**config.mk**
```make
export PLATFORM = sky130hd
export DESIGN_NAME = pirq_router
export DESIGN_NICKNAME = d
export VERILOG_FILES = /design/src/rtl/pirq_rt_pkg.sv /design/src/rtl/pirq_cfg_regs.sv /design/src/rtl/pirq_legacy_or.sv /design/src/rtl/pirq_apic_or.sv /design/src/rtl/pirq_route_report.sv /design/src/rtl/pirq_router.sv
export SDC_FILE = /design/constraint.sdc
export NUM_CORES = 1
export LEC_CHECK = 0
export BUFFER_PORTS_ARGS = -buffer_cell sky130_fd_sc_hd__buf_2
export CAP_MARGIN = 10
export CELL_PAD_IN_SITES_DETAIL_PLACEMENT = 0
export CELL_PAD_IN_SITES_GLOBAL_PLACEMENT = 2
export CORE_ASPECT_RATIO = 2
export CORE_MARGIN = 8
export CORE_UTILIZATION = 42
export CTS_CLUSTER_SIZE = 24
export DETAILED_ROUTE_END_ITERATION = 10
export PLACE_DENSITY_LB_ADDON = 0.1
export SETUP_SLACK_MARGIN = 0.02
export SLEW_MARGIN = 20
export SYNTH_ARGS = -nofsm -noshare
export SYNTH_HDL_FRONTEND = slang
export SYNTH_SLANG_ARGS = --single-unit
export TNS_END_PERCENT = 1
```
**constraint.sdc**
```tcl
create_clock -name clk_i -period 4 [get_ports clk_i]
set_input_delay 0.8 -clock clk_i [delete_from_list [all_inputs] [get_ports clk_i]]
set_output_delay 0.8 -clock clk_i [all_outputs]
set_load 0.01 [all_outputs]
```
**src/rtl/pirq_rt_pkg.sv**
```systemverilog
package pirq_rt_pkg;
  localparam int ROUTE_W = 8;
  localparam int DIS_BIT = 7;
  localparam int LINE_W  = 5;

  typedef struct packed {
    logic              valid;
    logic [LINE_W-1:0] line;
  } sci_tgt_t;

  function automatic sci_tgt_t sci_decode(input logic [2:0] code);
    sci_tgt_t t;
    t.valid = 1'b1;
    case (code)
      3'd0:    t.line = 5'd9;
      3'd1:    t.line = 5'd10;
      3'd2:    t.line = 5'd11;
      3'd4:    t.line = 5'd20;
      3'd5:    t.line = 5'd21;
      default: begin t.valid = 1'b0; t.line = '0; end
    endcase
    return t;
  endfunction
endpackage

```
**src/rtl/pirq_cfg_regs.sv**
```systemverilog
module pirq_cfg_regs
  import pirq_rt_pkg::*;
#(
  parameter int N_PIRQ       = 8,
  parameter int ADDR_W       = 4,
  parameter logic [ROUTE_W-1:0] ROUTE_RST = 8'h80,
  parameter logic [ROUTE_W-1:0] CTRL_RST  = 8'h00
) (
  input  logic                             clk_i,
  input  logic                             rst_ni,
  input  logic                             we_i,
  input  logic [ADDR_W-1:0]                addr_i,
  input  logic [ROUTE_W-1:0]               wdata_i,
  input  logic                             sci_i,
  output logic [N_PIRQ-1:0][ROUTE_W-1:0]   route_o,
  output sci_tgt_t                         sci_tgt_o
);
  localparam sci_tgt_t TGT_RST = sci_decode(CTRL_RST[2:0]);

  for (genvar i = 0; i < N_PIRQ; i++) begin : g_route
    always_ff @(posedge clk_i or negedge rst_ni) begin
      if (!rst_ni)                                 route_o[i] <= ROUTE_RST;
      else if (we_i && addr_i == ADDR_W'(i))       route_o[i] <= wdata_i;
    end
  end

  logic [ROUTE_W-1:0] ctrl_q;
  logic               hold_q;
  sci_tgt_t           cur_tgt, new_tgt, eff_q;
  logic               ctrl_wr;

  assign ctrl_wr = we_i && addr_i == ADDR_W'(N_PIRQ);
  assign cur_tgt = sci_decode(ctrl_q[2:0]);
  assign new_tgt = sci_decode(wdata_i[2:0]);

  // selection change with SCI high: blank one cycle before the new line
  always_ff @(posedge clk_i or negedge rst_ni) begin
    if (!rst_ni) begin
      ctrl_q <= CTRL_RST;
      eff_q  <= TGT_RST;
      hold_q <= 1'b0;
    end else begin
      if (ctrl_wr) ctrl_q <= wdata_i;
      if (ctrl_wr && new_tgt != cur_tgt) begin
        eff_q  <= sci_i ? '0 : new_tgt;
        hold_q <= sci_i;
      end else if (hold_q) begin
        eff_q  <= cur_tgt;
        hold_q <= 1'b0;
      end
    end
  end

  assign sci_tgt_o = eff_q;
endmodule

```
**src/rtl/pirq_legacy_or.sv**
```systemverilog
module pirq_legacy_or
  import pirq_rt_pkg::*;
#(
  parameter int N_PIRQ   = 8,
  parameter int N_LEGACY = 16
) (
  input  logic [N_PIRQ-1:0]              pirq_i,
  input  logic [N_PIRQ-1:0][ROUTE_W-1:0] route_i,
  input  logic                           sci_i,
  input  sci_tgt_t                       sci_tgt_i,
  output logic [N_LEGACY-1:0]            legacy_o
);
  for (genvar n = 0; n < N_LEGACY; n++) begin : g_line
    logic hit;
    always_comb begin
      hit = 1'b0;
      for (int i = 0; i < N_PIRQ; i++) begin
        if (pirq_i[i] && !route_i[i][DIS_BIT] &&
            route_i[i][LINE_W-1:0] == LINE_W'(n))
          hit = 1'b1;
      end
      if (sci_i && sci_tgt_i.valid && sci_tgt_i.line == LINE_W'(n))
        hit = 1'b1;
    end
    assign legacy_o[n] = hit;
  end
endmodule

```
**src/rtl/pirq_apic_or.sv**
```systemverilog
module pirq_apic_or
  import pirq_rt_pkg::*;
#(
  parameter int N_PIRQ   = 8,
  parameter int N_LEGACY = 16
) (
  input  logic [N_PIRQ-1:0] pirq_i,
  input  logic              sci_i,
  input  sci_tgt_t          sci_tgt_i,
  output logic [N_PIRQ-1:0] apic_o
);
  for (genvar i = 0; i < N_PIRQ; i++) begin : g_apic
    assign apic_o[i] = pirq_i[i] |
      (sci_i & sci_tgt_i.valid & (sci_tgt_i.line == LINE_W'(N_LEGACY + i)));
  end
endmodule

```
**src/rtl/pirq_route_report.sv**
```systemverilog
module pirq_route_report
  import pirq_rt_pkg::*;
#(
  parameter int N_PIRQ   = 8,
  parameter int N_LEGACY = 16,
  localparam int SEL_W   = $clog2(N_PIRQ)
) (
  input  logic [N_PIRQ-1:0][ROUTE_W-1:0] route_i,
  input  logic [SEL_W-1:0]               sel_i,
  output logic                           en_o,
  output logic [LINE_W-1:0]              line_o
);
  logic [ROUTE_W-1:0] r;
  assign r = route_i[sel_i];

  always_comb begin
    if (r[DIS_BIT]) begin
      en_o   = 1'b1;
      line_o = LINE_W'(N_LEGACY) + LINE_W'(sel_i);
    end else if (r[LINE_W-1:0] >= LINE_W'(N_LEGACY)) begin
      en_o   = 1'b0;
      line_o = '0;
    end else begin
      en_o   = 1'b1;
      line_o = r[LINE_W-1:0];
    end
  end
endmodule

```
**src/rtl/pirq_router.sv**
```systemverilog
module pirq_router
  import pirq_rt_pkg::*;
#(
  parameter int N_PIRQ   = 8,
  parameter int N_LEGACY = 16,
  parameter int ADDR_W   = 4,
  localparam int N_GSI   = N_LEGACY + N_PIRQ,
  localparam int SEL_W   = $clog2(N_PIRQ)
) (
  input  logic                clk_i,
  input  logic                rst_ni,
  input  logic [N_PIRQ-1:0]   pirq_i,
  input  logic                sci_i,
  input  logic                cfg_we_i,
  input  logic [ADDR_W-1:0]   cfg_addr_i,
  input  logic [ROUTE_W-1:0]  cfg_wdata_i,
  input  logic [SEL_W-1:0]    rpt_sel_i,
  output logic [N_GSI-1:0]    gsi_o,
  output logic                rpt_en_o,
  output logic [LINE_W-1:0]   rpt_line_o
);
  logic [N_PIRQ-1:0][ROUTE_W-1:0] route;
  sci_tgt_t                       sci_tgt;
  logic [N_LEGACY-1:0]            legacy_d;
  logic [N_PIRQ-1:0]              apic_d;
  logic                           rpt_en_d;
  logic [LINE_W-1:0]              rpt_line_d;

  pirq_cfg_regs #(.N_PIRQ(N_PIRQ), .ADDR_W(ADDR_W)) u_cfg (
    .clk_i, .rst_ni,
    .we_i(cfg_we_i), .addr_i(cfg_addr_i), .wdata_i(cfg_wdata_i),
    .sci_i, .route_o(route), .sci_tgt_o(sci_tgt)
  );

  pirq_legacy_or #(.N_PIRQ(N_PIRQ), .N_LEGACY(N_LEGACY)) u_leg (
    .pirq_i, .route_i(route), .sci_i, .sci_tgt_i(sci_tgt), .legacy_o(legacy_d)
  );

  pirq_apic_or #(.N_PIRQ(N_PIRQ), .N_LEGACY(N_LEGACY)) u_apic (
    .pirq_i, .sci_i, .sci_tgt_i(sci_tgt), .apic_o(apic_d)
  );

  pirq_route_report #(.N_PIRQ(N_PIRQ), .N_LEGACY(N_LEGACY)) u_rpt (
    .route_i(route), .sel_i(rpt_sel_i), .en_o(rpt_en_d), .line_o(rpt_line_d)
  );

  always_ff @(posedge clk_i or negedge rst_ni) begin
    if (!rst_ni) begin
      gsi_o      <= '0;
      rpt_en_o   <= 1'b0;
      rpt_line_o <= '0;
    end else begin
      gsi_o      <= {apic_d, legacy_d};
      rpt_en_o   <= rpt_en_d;
      rpt_line_o <= rpt_line_d;
    end
  end
endmodule

```
# == Word-level counts from Yosys, hierarchy flattened ==
# Index checks and enable logic that the tools add are counted.
# word_totals
regBits,104
wordCells,539
input_bits,27
output_inout_bits,30
# classes
add_sub_neg,1
n_bitwise,17
reduce_logical,186
n_lt_le_gt_ge,2
muxes,158
n_eq_ne,160
# ops
operator,n
$eq 5x4->1 const B,72
$eq 5x3->1 const B,36
$logic_and 1x1->1,163
$mux 1,149
$eq 5x2->1 const B,18
$pmux 5 s5,2
$eq 5x1->1 const B,9
$logic_not 5->1,9
$eq 5x5->1 const B,8
$bmux 8 s3,1
$mux 6,3
$eq 4x3->1 const B,4
$eq 3x3->1 const B,4
$mux 5,2
$reduce_or 5->1,2
$and 1x1->1,9
$eq 4x2->1 const B,2
$logic_not 1->1,8
$mux 8,1
$or 1x1->1,8
$eq 3x1->1 const B,2
$eq 3x2->1 const B,2
$logic_not 3->1,2
$ne 6x6->1,1
other kinds (7),7

# == Depth between registers and ports, before layout ==
# logic_depth
ltp_word,12
depth_mapped,6
depth_no_buf,5

# == Hierarchy ==
# A second synthesis with hierarchy kept.
# unflattened
hier_cells,557
area_unflattened_um2,6098.3
# modules_own_cells
mod,area_per_inst_um2,n_inst,seq_area_each_um2,cells_each
pirq_cfg_regs,3021.6,1,1840.5,201
pirq_legacy_or,1727.9,1,0.0,273
pirq_router,750.7,1,750.7,30
pirq_route_report,484.2,1,0.0,39
pirq_apic_or,113.9,1,0.0,14

# == Least setup slack after synthesis ==
# OpenSTA, ideal clock, no wires.
# synth_timing
path_type,input to register
from,input cfg_addr_i[1]
to,"register u_cfg.eff_q, in the netlist u_cfg.sci_tgt_o[0]"
t_arrival_ns,2.019
setup_time_ns,0.082
path_stages,5
path_buffers,1
required_ns,3.918
setup_slack_ns,1.899
path_cell_list,clkbuf_1 > nor2_1 > and4b_1 > nor3b_4 > mux2_4
# synth_via
elab_chain_len,4
elab_cells_between_ends,5
cone_classes,eq/ne (1); mux (1); reduce/logical (3)
# synth_lines
element,line,text
start: declaration,pirq_router.sv:15,"input logic [ADDR_W-1:0] cfg_addr_i,"
$eq 4x4->1 *,pirq_cfg_regs.sv:32,assign ctrl_wr = we_i && addr_i == ADDR_W'(N_PIRQ);
$logic_and 1x1->1 *,pirq_cfg_regs.sv:32,
$logic_and 1x1->1 *,pirq_cfg_regs.sv:44,if (ctrl_wr && new_tgt != cur_tgt) begin
$mux 6 / $reduce_bool 2->1 (equally long branches),-,
end signal: assignment,pirq_cfg_regs.sv:45,eff_q <= sci_i ? '0 : new_tgt;
end signal: assignment,pirq_cfg_regs.sv:48,eff_q <= cur_tgt;
end: declaration,pirq_cfg_regs.sv:29,"sci_tgt_t cur_tgt, new_tgt, eff_q;"
# Every way passes the cells marked *; elsewhere a longest branch is shown, timed or not.
# A chain may end at the register's enable or synchronous reset.

# == Final worst setup path ==
# layout_timing
from,input rpt_sel_i[0]
to,register rpt_line_o[2]
# layout_via
elab_chain_len,5
elab_cells_between_ends,6
cone_classes,add/sub (1); order compare (1); mux (4)
# layout_lines
element,line,text
start: declaration,pirq_router.sv:17,"input logic [SEL_W-1:0] rpt_sel_i,"
$bmux 8 s3,pirq_route_report.sv:14,assign r = route_i[sel_i];
$mux 8 (not written as such),pirq_route_report.sv:14,
$ge 5x5->1,pirq_route_report.sv:20,end else if (r[LINE_W-1:0] >= LINE_W'(N_LEGACY)) begin
$mux 5,pirq_route_report.sv:20,
$mux 5 *,pirq_route_report.sv:17,if (r[DIS_BIT]) begin
via rpt_line_d[2],pirq_router.sv:27,logic [LINE_W-1:0] rpt_line_d;
end signal: assignment,pirq_router.sv:55,rpt_line_o <= rpt_line_d;
end: declaration,pirq_router.sv:20,output logic [LINE_W-1:0] rpt_line_o
# Mark *: on every way through the listed nets, which the timed path passes. The rest lies on a longest branch. The select of a mux whose other input is x is not followed.

==> results.toml <==
[sta]
hold_violations = 0
setup_slack_ps = 1860
finClkSkew_ps = 9.06
tightest_slew_ps = 880
setup_tns_ps = 0
rsz0062_at_grt = "false"
final-setup-viol-count = 0
finalCritPeriodShare_pct = 53.4
timing.slew.headroom_pct = 41.2
fin_crit_ps = 2140
slew_viol_final = 0
fmax_mhz = 468

[detailed_routing]
drtIter0Drc = 292
ant_nets = 0
vias = 4128
viasPerCell = 6.16
avgRoutedWirePerCell_um = 24.6
drt-total-wl_um = 16500
post-route-drc-count = 0
drtPass1Iterations = 5

[power_and_ir_drop]
peakVddDrop_uv = 305
powerDensity_mw_per_mm2 = 553
power.leakage_nw = 2.44

[layout]
fin_cells = 670
layout-drive-gt1-share_pct = 26.0
fin_area_mm2 = 0.00578
finalNetCount = 545
n_antenna_cell = 0
area_growth_pct = 13.3

[die]
core_mm2 = 0.0120
start_util_pct = 42.6
rows = 57
io-pin-count = 57
dieArea_mm2 = 0.0161
die_width_um = 93.9
die_h_um = 172

[synthesis]
synth-seq-cells = 87
yosysMostFrequentCell = "dfrtp_1"
post_synth.cell_area_avg_um2 = 10.6
synth_edf_count = 0
synth_common_cells = "dfrtp_1, nand2_1, nand3_1"
seq_area_frac_synth_pct = 42.9
yosys.area.top_type = "dfrtp_1"
ys.flop_type = "dfrtp_1"
synth_warnings = 0
yosys.cell_types.count = 64
synth_area_leaders = "dfrtp_1, mux2_2, dfstp_2, mux4_2, mux2_1"
synth_cells = 480
synthesis.nets = 507
yosys.area.top_type_share_pct = 37.3
synth_area_mm2 = 0.00510
async_reset_ff_share_pct = 100

[clock_tree]
cts_num_sinks = 87
post_cts_buffers = 0
cts_buffer_depth = 2
cts_buffers = 9
ctsHoldBuffers = 0
clk_pin_slew_ps = 70
cts_resized = 0
clock_latency_ps = 350
htree_levels = 3
cts_tree = "yes"
cts-root-buf = "clkbuf_16"

[worst_setup_path]
crit_type = "in -> reg"
cp-end-kind = "register"
critPathMaxFanout = 12
crit_family = "multiplexers"
worstPathArrival_ps = 2430
critPathRequiredTime_ps = 4290
startpoint_type = "primary input"
worstPathCellList = "buf_2 > mux4_2 > mux2_2 > o21bai_1 > a21o_1"
cpMaxStageDelayCell = "mux4_2"
critical_path_buf_inv_count = 1
cp_slowest_stage_delay_ps = 560

[placed_design]
placed_cells = 654
dp_hpwl_um = 13000
place_ws_ps = 1510
place_area_mm2 = 0.00544
port_buffers = 54
place_congestion = 0.891

[grt]
antenna_found_initial = 0
grt_pass1_vias = 4167
grt_overflow = 0
grt_start_max_net_pins = 54
grt_pass1_wl_um = 25300
track_usage_pct = 21.4

[run]
cap_viol_max_count = 0

[status]
status = "finished clean"

[hold_path]
min_path_type = "in -> async"
## routing by layer
| metal | wire [um] | part of all wire [%] | up-vias | global-route usage [%] |
|---|---|---|---|---|
| met5 | 0 | 0 | - | 0 |
| met4 | 699 | 4.2 | 0 | 11.5 |
| met3 | 747 | 4.5 | 37 | 3.70 |
| met2 | 8560 | 52 | 127 | 36.4 |
| met1 | 6460 | 39 | 2077 | 24.7 |
| li1 | - | - | 1887 | - |
## metrics by stage
step	power, mW	hold WS (ps)	utilization [%]
floorplan	1.87	490	-
global placement	2.22	514	45.4
detailed placement	2.22	533	45.4
CTS	3.22	518	48.3
global route	3.36	554	48.3
finish	3.20	494	48.3
## cell usage in the layout (no fill, tap or decap), types with 4 or more instances in the layout
cell and count:
nand3_1 37, o21bai_1 4, mux2_1 17, clkbuf_16 9
mux4_2 12, nor2_1 23, o221ai_1 10, and2_1 5
inv_1 7, dfstp_2 11, nor2b_1 17, a21oi_1 5
o32ai_1 4, nand2b_1 18, buf_2 53, o22ai_1 14
nor3_1 4, nand4_1 8, and3b_1 6, nor3b_1 7
or4_1 6, mux2i_1 11, and3_1 6, dfrtp_1 76
or3_1 8, mux2_2 33, nand2_1 42, a32oi_1 6
o21ai_0 5
## final cells by class
cell class | count | area (um2)
Clock buffer | 10 | 229
Clock inverter | 6 | 116
Fill cell | 1165 | 6200
Timing Repair Buffer | 56 | 288
Tap cell | 147 | 184
Sequential cell | 87 | 2190
Multi-Input combinational cell | 355 | 2740
Inverter | 9 | 33.8
## final timing paths
check | startpoint | endpoint | slack, ps | cells past startpoint
min reg2reg | u_cfg.route_o[32]$_DFFE_PN0P_ | u_cfg.route_o[32]$_DFFE_PN0P_ | 560 | 1
min | rst_ni | gsi_o[11]$_DFF_PN0_ | 490 | 1
max reg2reg | u_cfg.route_o[15]$_DFFE_PN1P_ | gsi_o[1]$_DFF_PN0_ | 2010 | 4
max | rpt_sel_i[0] | rpt_line_o[2]$_DFF_PN0_ | 1860 | 5
min in group clk_i | u_cfg.route_o[32]$_DFFE_PN0P_ | u_cfg.route_o[32]$_DFFE_PN0P_ | 560 | 1
max in group asynchronous | rst_ni | u_cfg.route_o[39]$_DFFE_PN1P_ | 2700 | 2
## worst reg2reg max path: stages (launching register included)
cell	delay, ps
dfstp_2	580
nor3b_1	100
and2_1	230
a2111oi_0	650
nand4_1	250
## kinds of logic after synthesis
logic type             count (synthesis)  share of synthesized area (%)
AND/OR/NAND/NOR                      207                           23.5
flip-flops                            87                           42.9
multiplexers                          74                           18.8
AO/OA/AOI/OAI                         70                           10.7
buffers and inverters                 38                           3.36
XOR/XNOR                               4                          0.687
## sequential cells by signal, summed over array words and instances, names as in the netlist
signal	flops
gsi_o	24
rpt_en_o	1
rpt_line_o	5
u_cfg.ctrl_q	3
u_cfg.hold_q	1
u_cfg.route_o	48
u_cfg.sci_tgt_o	5
## report_power, final
group	switching [mW]	internal (mW)	total [mW]
Combinational	0.469	0.368	0.837
Sequential	0.271	1.10	1.37
Clock	0.371	0.617	0.988
No activity file was read; power rests on OpenSTA's default activity.
